<file path="src/rtl/rid_pkg.sv">
package rid_pkg;
  localparam int unsigned RID_CNT_W    = 14;
  localparam int unsigned RID_ACC_W    = 20;
  localparam int unsigned RID_WIN_LOG2 = 10;
  localparam int unsigned RID_RST_DLY  = 256;
endpackage

</file>
<file path="src/rtl/rid_idle_cnt.sv">
module rid_idle_cnt #(
  parameter int unsigned CNT_W = rid_pkg::RID_CNT_W
) (
  input  logic             clk_i,
  input  logic             rst_ni,
  input  logic             read_i,
  output logic [CNT_W-1:0] idle_o
);
  localparam logic [CNT_W-1:0] CntMax = '1;

  logic [CNT_W-1:0] idle_q;

  always_ff @(posedge clk_i or negedge rst_ni) begin
    if (!rst_ni)               idle_q <= '0;
    else if (read_i)           idle_q <= '0;
    else if (idle_q != CntMax) idle_q <= idle_q + 1'b1;
  end

  assign idle_o = idle_q;
endmodule

</file>
<file path="src/rtl/rid_win_cnt.sv">
module rid_win_cnt #(
  parameter int unsigned WIN_LOG2 = rid_pkg::RID_WIN_LOG2
) (
  input  logic                clk_i,
  input  logic                rst_ni,
  input  logic                read_i,
  output logic [WIN_LOG2-1:0] win_o,
  output logic                done_o
);
  logic [WIN_LOG2-1:0] win_q;
  logic [WIN_LOG2-1:0] win_inc;
  logic                carry;

  // the carry out of the increment marks the last event of a window
  assign {carry, win_inc} = {1'b0, win_q} + {{WIN_LOG2{1'b0}}, 1'b1};

  always_ff @(posedge clk_i or negedge rst_ni) begin
    if (!rst_ni)     win_q <= '0;
    else if (read_i) win_q <= win_inc;
  end

  assign done_o = read_i & carry;
  assign win_o  = win_q;
endmodule

</file>
<file path="src/rtl/rid_accum.sv">
module rid_accum #(
  parameter int unsigned CNT_W = rid_pkg::RID_CNT_W,
  parameter int unsigned ACC_W = rid_pkg::RID_ACC_W
) (
  input  logic             clk_i,
  input  logic             rst_ni,
  input  logic             read_i,
  input  logic             clear_i,
  input  logic [CNT_W-1:0] idle_i,
  output logic [ACC_W-1:0] sum_o
);
  localparam int unsigned     SumW   = ((ACC_W > CNT_W) ? ACC_W : CNT_W) + 1;
  localparam logic [SumW-1:0] AccMax = SumW'({ACC_W{1'b1}});

  logic [ACC_W-1:0] acc_q;
  logic [SumW-1:0]  raw;

  assign raw   = SumW'(acc_q) + SumW'(idle_i);
  assign sum_o = (raw > AccMax) ? {ACC_W{1'b1}} : ACC_W'(raw);

  always_ff @(posedge clk_i or negedge rst_ni) begin
    if (!rst_ni)      acc_q <= '0;
    else if (read_i)  acc_q <= clear_i ? '0 : sum_o;
  end
endmodule

</file>
<file path="src/rtl/rid_avg_reg.sv">
module rid_avg_reg #(
  parameter int unsigned ACC_W     = rid_pkg::RID_ACC_W,
  parameter int unsigned WIN_LOG2  = rid_pkg::RID_WIN_LOG2,
  parameter int unsigned RST_DELAY = rid_pkg::RID_RST_DLY,
  localparam int unsigned AVG_W    = ACC_W - WIN_LOG2
) (
  input  logic             clk_i,
  input  logic             rst_ni,
  input  logic             done_i,
  input  logic [ACC_W-1:0] sum_i,
  output logic [AVG_W-1:0] avg_o,
  output logic             valid_o
);
  logic [AVG_W-1:0] avg_q;
  logic             valid_q;

  always_ff @(posedge clk_i or negedge rst_ni) begin
    if (!rst_ni) begin
      avg_q   <= AVG_W'(RST_DELAY);
      valid_q <= 1'b0;
    end else begin
      valid_q <= done_i;
      if (done_i) avg_q <= AVG_W'(sum_i >> WIN_LOG2);
    end
  end

  assign avg_o   = avg_q;
  assign valid_o = valid_q;
endmodule

</file>
<file path="src/rtl/rank_idle_avg.sv">
module rank_idle_avg #(
  parameter int unsigned CNT_W     = rid_pkg::RID_CNT_W,
  parameter int unsigned ACC_W     = rid_pkg::RID_ACC_W,
  parameter int unsigned WIN_LOG2  = rid_pkg::RID_WIN_LOG2,
  parameter int unsigned RST_DELAY = rid_pkg::RID_RST_DLY,
  localparam int unsigned AVG_W    = ACC_W - WIN_LOG2
) (
  input  logic             clk_i,
  input  logic             rst_ni,
  input  logic             read_sent_i,
  output logic [AVG_W-1:0] max_delay_o,
  output logic             avg_valid_o
);
  logic [CNT_W-1:0]    idle_q;
  logic [WIN_LOG2-1:0] win_q;
  logic [ACC_W-1:0]    sum_next;
  logic                win_done;

  rid_idle_cnt #(.CNT_W(CNT_W)) u_idle (
    .clk_i  (clk_i),
    .rst_ni (rst_ni),
    .read_i (read_sent_i),
    .idle_o (idle_q)
  );

  rid_win_cnt #(.WIN_LOG2(WIN_LOG2)) u_win (
    .clk_i  (clk_i),
    .rst_ni (rst_ni),
    .read_i (read_sent_i),
    .win_o  (win_q),
    .done_o (win_done)
  );

  rid_accum #(.CNT_W(CNT_W), .ACC_W(ACC_W)) u_acc (
    .clk_i   (clk_i),
    .rst_ni  (rst_ni),
    .read_i  (read_sent_i),
    .clear_i (win_done),
    .idle_i  (idle_q),
    .sum_o   (sum_next)
  );

  rid_avg_reg #(
    .ACC_W(ACC_W), .WIN_LOG2(WIN_LOG2), .RST_DELAY(RST_DELAY)
  ) u_avg (
    .clk_i   (clk_i),
    .rst_ni  (rst_ni),
    .done_i  (win_done),
    .sum_i   (sum_next),
    .avg_o   (max_delay_o),
    .valid_o (avg_valid_o)
  );
endmodule

</file>
<file path="config.mk">
export PLATFORM = sky130hd
export DESIGN_NAME = rank_idle_avg
export DESIGN_NICKNAME = d
export VERILOG_FILES = /design/src/rtl/rid_pkg.sv /design/src/rtl/rid_idle_cnt.sv /design/src/rtl/rid_win_cnt.sv /design/src/rtl/rid_accum.sv /design/src/rtl/rid_avg_reg.sv /design/src/rtl/rank_idle_avg.sv
export SDC_FILE = /design/constraint.sdc
export NUM_CORES = 1
export LEC_CHECK = 0
export BUFFER_PORTS_ARGS = -buffer_cell sky130_fd_sc_hd__buf_2
export CAP_MARGIN = 20
export CORE_MARGIN = 2
export CORE_UTILIZATION = 60
export CTS_BUF_LIST = sky130_fd_sc_hd__clkbuf_4
export DETAILED_ROUTE_END_ITERATION = 16
export GPL_TIMING_DRIVEN = 0
export PLACE_DENSITY = 0.78
export RECOVER_POWER = 25
export SLEW_MARGIN = 20
export SYNTH_ARGS = -nofsm -noshare
export SYNTH_HDL_FRONTEND = slang
export SYNTH_SLANG_ARGS = --single-unit
export TNS_END_PERCENT = 10
</file>
<file path="constraint.sdc">
create_clock -name clk_i -period 4.5 [get_ports clk_i]
set_input_delay 0.675 -clock clk_i [delete_from_list [all_inputs] [get_ports clk_i]]
set_output_delay 0.675 -clock clk_i [all_outputs]
set_load 0.1 [all_outputs]
</file>
# After elaboration in Yosys (flattened, before gate mapping)
# Cells that the tools add are included.
# Widths: inputs -> output; s select.
word_totals:
  latch_bits: 0
  inputBits: 3
  mem_count: 0
  reg_bits: 55
  rom_bits: 0
  out_inout_bits: 11
  ramBits: 0
classes:
  bitwise: 1
  n_div: 0
  n_reduce_logical: 1
  eq_ne: 1
  add_sub_neg: 3
  order_cmp: 1
  n_shift: 0
  mul: 0
  muxes: 4
ops:
  columns: ["op", "count"]
  rows:
  - ["$mux 20", 2]
  - ["$mux 14", 2]
  - ["$add 20x14->21", 1]
  - ["$gt 21x20->1 const B", 1]
  - ["$add 14x1->14 const B", 1]
  - ["$ne 14x14->1 const B", 1]
  - ["$add 10x1->11 const B", 1]
  - ["$reduce_bool 2->1", 1]
  - ["$and 1x1->1", 1]

# Depth between registers and ports, before layout
depth:
  word_depth: 4
  depth_mapped: 10
  ltp_nobuf: 9

# Modules after synthesis
# A second synthesis with hierarchy kept.
unflattened:
  cells_unflattened: 338
  hier_area_um2: 3358.2
by_module_without_submodules:
  columns: ["module", "area_each_um2", "seq_area_each_um2", "n_inst", "cells_per_inst"]
  rows:
  - ["rid_accum", 1759.2, 500.5, 1, 207]
  - ["rid_idle_cnt", 733.2, 350.3, 1, 73]
  - ["rid_avg_reg", 437.9, 276.5, 1, 22]
  - ["rid_win_cnt", 427.9, 250.2, 1, 36]

# Worst setup path before layout
# No wires, ideal clock.
synth_timing:
  path_kind: "flip-flop to flip-flop"
  from: "reg u_idle.idle_q[0], in the netlist u_idle.idle_o[0]"
  to: "reg u_avg.avg_q[0], in the netlist u_avg.avg_o[0]"
  stages_incl_launch_ff: 10
  setup_time_ps: 126
  n_path_buf: 0
  period_less_slack_ps: 2453
  arrival_time_ps: 2327
  t_required_ps: 4374
  path_slack_ps: 2047
  cell_sequence: "dfrtp_1 ha_1 inv_1 fa_1 nor2b_1 o2111a_1 o21ai_0 nor4b_1 or4_1 mux2_4"
synth_between:
  elab_chain_cells: 3
synth_lines:
  columns: ["element", "line", "source"]
  rows:
  - ["start: declaration", "rid_idle_cnt.sv:11", "logic [CNT_W-1:0] idle_q;"]
  - ["start signal: assignment", "rid_idle_cnt.sv:16", "else if (idle_q != CntMax) idle_q <= idle_q + 1'b1;"]
  - ["$add 20x14->21 *", "rid_accum.sv:18", "assign raw = SumW'(acc_q) + SumW'(idle_i);"]
  - ["$gt 21x20->1", "rid_accum.sv:19", "assign sum_o = (raw > AccMax) ? {ACC_W{1'b1}} : ACC_W'(raw);"]
  - ["$mux 20 *", "rid_accum.sv:19", null]
  - ["end signal: assignment", "rid_avg_reg.sv:19", "avg_q <= AVG_W'(RST_DELAY);"]
  - ["end signal: assignment", "rid_avg_reg.sv:23", "if (done_i) avg_q <= AVG_W'(sum_i >> WIN_LOG2);"]
  - ["end: declaration", "rid_avg_reg.sv:14", "logic [AVG_W-1:0] avg_q;"]
# Mark *: on every way between the ends. The rest lies on a longest branch, timed or not.
# A chain may end at the register's enable or synchronous reset.

# Final worst setup path
layout_timing:
  from: "reg u_idle.idle_q[0], in the netlist u_idle.idle_o[0]"
  to: "reg u_acc.acc_q[11]"
layout_between:
  elab_chain_cells: 4
layout_lines:
  columns: ["element", "line", "source"]
  rows:
  - ["$add 20x14->21 *", "rid_accum.sv:18", null]
  - ["$gt 21x20->1", "rid_accum.sv:19", null]
  - ["$mux 20 *", "rid_accum.sv:19", null]
  - ["$mux 20 *", "rid_accum.sv:23", "else if (read_i) acc_q <= clear_i ? '0 : sum_o;"]
  - ["end signal: assignment", "rid_accum.sv:23", null]
  - ["end: declaration", "rid_accum.sv:15", "logic [ACC_W-1:0] acc_q;"]
# Marks and branches as above.

==> results.cfg <==
[run_status]
outcome = finished, violations left
failed_checks = max-capacitance violations, max-slew violations

[drt]
post_drt_wl_per_cell_um = 16.72
wl_mm = 7.693
drt-pass1-iter-count = 5
via_per_inst = 6.187
vias = 2846
final_antenna_net_count = 0
drc_errors = 0
drtIter0Drc = 193

[global_route]
globalRouteTotalUtil = 0.2744
antenna_found_initial = 0
grt_pass1_vias = 2718
gr-total-overflow = 0
grt_max_degree = 56
grt_pass1_wl_mm = 13.46

[cells_and_area]
area_growth_syn_to_layout_pct = 6.540
diodes = 0
final_cell_area_um2 = 3587
final_cell_mix = dfrtp_1 (54), nor2_1 (29), nand2_1 (28)
layout_commonest_cell = dfrtp_1
drive_gt1_frac = 0.09021
fin_nets = 407

[yosys]
syn-num-nets = 387
yosys_warnings = 0
netlist_instances = 367
seq_area_frac_synth = 0.4091
synth_seq_cells = 55
synth_area_per_cell_um2 = 9.174
ys.flop_type = dfrtp_1
synth_area_um2 = 3367
synth-async-reset-ratio = 1.000
synth-edff-count = 0
ys_types = 59

[worst_setup_path]
slowest_delay_ns = 0.46
crit_required_ns = 4.81
r2r_cells = 10
worstPathMaxFanout = 10
startpoint = u_idle.idle_o[0]
cp_cell_sequence = ha_1 > inv_1 > fa_1 > nor2b_1 > o2111a_1 > o211ai_2 > a31oi_1 > buf_2 > a31oi_1 > o22ai_1
start_kind = flip-flop
cp_data_arrival_time_ns = 3.21
cpMaxStageDelayCell = dfrtp_1
r2r_start = u_idle.idle_o[0]
crit_type = flip-flop to flip-flop
cpMostUsedCell = a31oi_1
cp-end-kind = flip-flop

[sta]
final-max-slew-violation-count = 56
final.setup_skew_ns = 0.01554
max_freq_mhz = 344.6
rsz0062_at_grt = false
setup_viol = 0
finalCritPeriodShare = 0.6449
fin_crit_ns = 2.902
relSlewSlack = -0.9815
hold_viol_final = 0
worstMarginPinSlew_ns = 2.972
setup_tns_ns = 0

[power_and_ir_drop]
clkPwrFrac = 0.209
power.share.switching = 0.3428
peakVddDrop_mv = 0.1892
seqPwrFrac = 0.531
p_int_uw = 764.0
p_leak_uw = 0.001635
pwr-share-comb = 0.259
power_density_nw_per_um2 = 324.1
p_switching_uw = 398.5

[clocking]
numCtsBuffers = 5
cts_max_level = 2
cts_tree = yes
clk_path_buf_depth = 2
cts_resized = 0
post_cts_buffers = 0
cts_sinks = 55
cts_hold_buffers = 0
clk_root_buffer_cell = clkbuf_4
worst_setup_hold_path_clk_slew_ns = 0.18
insertion_delay_ns = 0.39

[floorplanning]
boundaryPins = 14
start_util = 0.6152
dieArea_um2 = 6227
die_w_um = 78.91
die_h_um = 78.91
core-area_um2 = 5473
core.rowCount = 27

[min_path]
hp-class = flip-flop to flip-flop
holdPathStages = 1
hp-start = u_win.win_o[3]

[placed_design]
dp_hpwl_mm = 5.592
portBuffers = 13
dpl-instance-area_um2 = 3525
gp_congestion = 0.9255

[run]
drv_cap = 1
final timing paths:
| kind | end | slack [ns] |
|---|---|---|
| worst max-delay path | u_acc.acc_q[11] | 1.60 |
| worst min-delay path | u_win.win_o[3] | 0.48 |
| worst max register to register | u_acc.acc_q[11] | 1.60 |
| worst min register to register | u_win.win_o[3] | 0.48 |
| max in group asynchronous | u_acc.acc_q[3] | 1.62 |
| min in group asynchronous | u_acc.acc_q[5] | 1.22 |
kinds of logic (layout without fill, tap and decap cells):
family / after synthesis / after routing / synth area share
AND/OR/NAND/NOR: 125 / 125 / 0.1910
AO/OA/AOI/OAI: 104 / 104 / 0.2096
flip-flops: 55 / 55 / 0.4091
buffers and inverters: 37 / 58 / 0.04571
XOR/XNOR: 24 / 24 / 0.06243
adder cells (fa/ha/maj): 17 / 17 / 0.06540
multiplexers: 5 / 5 / 0.01672
routing by layer:
layer	vias to the layer above	GRT usage	share of wire
met5	-	0	0
met4	0	0.05862	0.0078
li1	1381	-	-
met1	1389	0.4133	0.49
met2	71	0.4248	0.46
met3	5	0.03977	0.047
worst max-delay path: cells and delay by family, from the launching register on:
kind	cells	cell delay, ns
and+or+nand+nor	1	0.17
buffers and inverters	2	0.40
AOI/OAI and AO/OA	5	1.19
adders and majority gates	2	0.59
DFF	1	0.46
power groups by stage:
stage	Clock [µW]	Combinational (µW)	Sequential, µW
after CTS	245	301	617
final	243	301	618
after global routing	266	348	629
after global placement	0	287	623
after floorplan	0	240	612
after detailed placement	0	301	626
sequential cells by signal, summed over array words and instances, names as in the netlist:
| register | cells |
|---|---|
| u_avg.valid_o | 1 |
| u_win.win_o | 10 |
| u_acc.acc_q | 20 |
| u_avg.avg_o | 10 |
| u_idle.idle_o | 14 |
Yosys cell counts (all sizes together), types with 7 or more instances:
cell type / n / area [µm²]
nand3: 13 / 65.06
nand4: 7 / 43.79
and3: 10 / 67.56
ha: 16 / 200.2
a31oi: 14 / 87.58
o22ai: 12 / 75.07
nor2: 29 / 108.9
nand2: 28 / 105.1
buf: 10 / 52.55
inv: 18 / 67.56
a21oi: 18 / 93.84
o21ai: 21 / 105.1
clkbuf: 9 / 33.78
xnor2: 18 / 157.7
nor3: 8 / 40.04
dfrtp: 54 / 1351
per-stage QoR:
stage                 util  std cells  setup slack [ns]  hold WS (ns)  total power (µW)
floorplan                -        367             2.047        0.3794             851.5
global placement    0.6436        452             1.676        0.4546             910.5
detailed placement  0.6440        452             1.661        0.4582             927.0
CTS                 0.6562        460             1.627        0.3289              1164
global route        0.6555        460             1.080        0.5009              1243
finish              0.6555        460             1.598        0.4837              1162
area by class of cell:
| type | instances | area, µm² |
|---|---|---|
| well taps | 72 | 90.09 |
| inverters | 18 | 67.56 |
| flip-flops and latches | 55 | 1378 |
| fillers | 472 | 1886 |
| clock inverters | 3 | 28.78 |
| plain buffers | 19 | 86.33 |
| repair buffers | 13 | 63.81 |
| multi-input cells | 275 | 1836 |
| clock buffers | 5 | 37.54 |
Note: power is estimated with default switching activity, not from simulation.
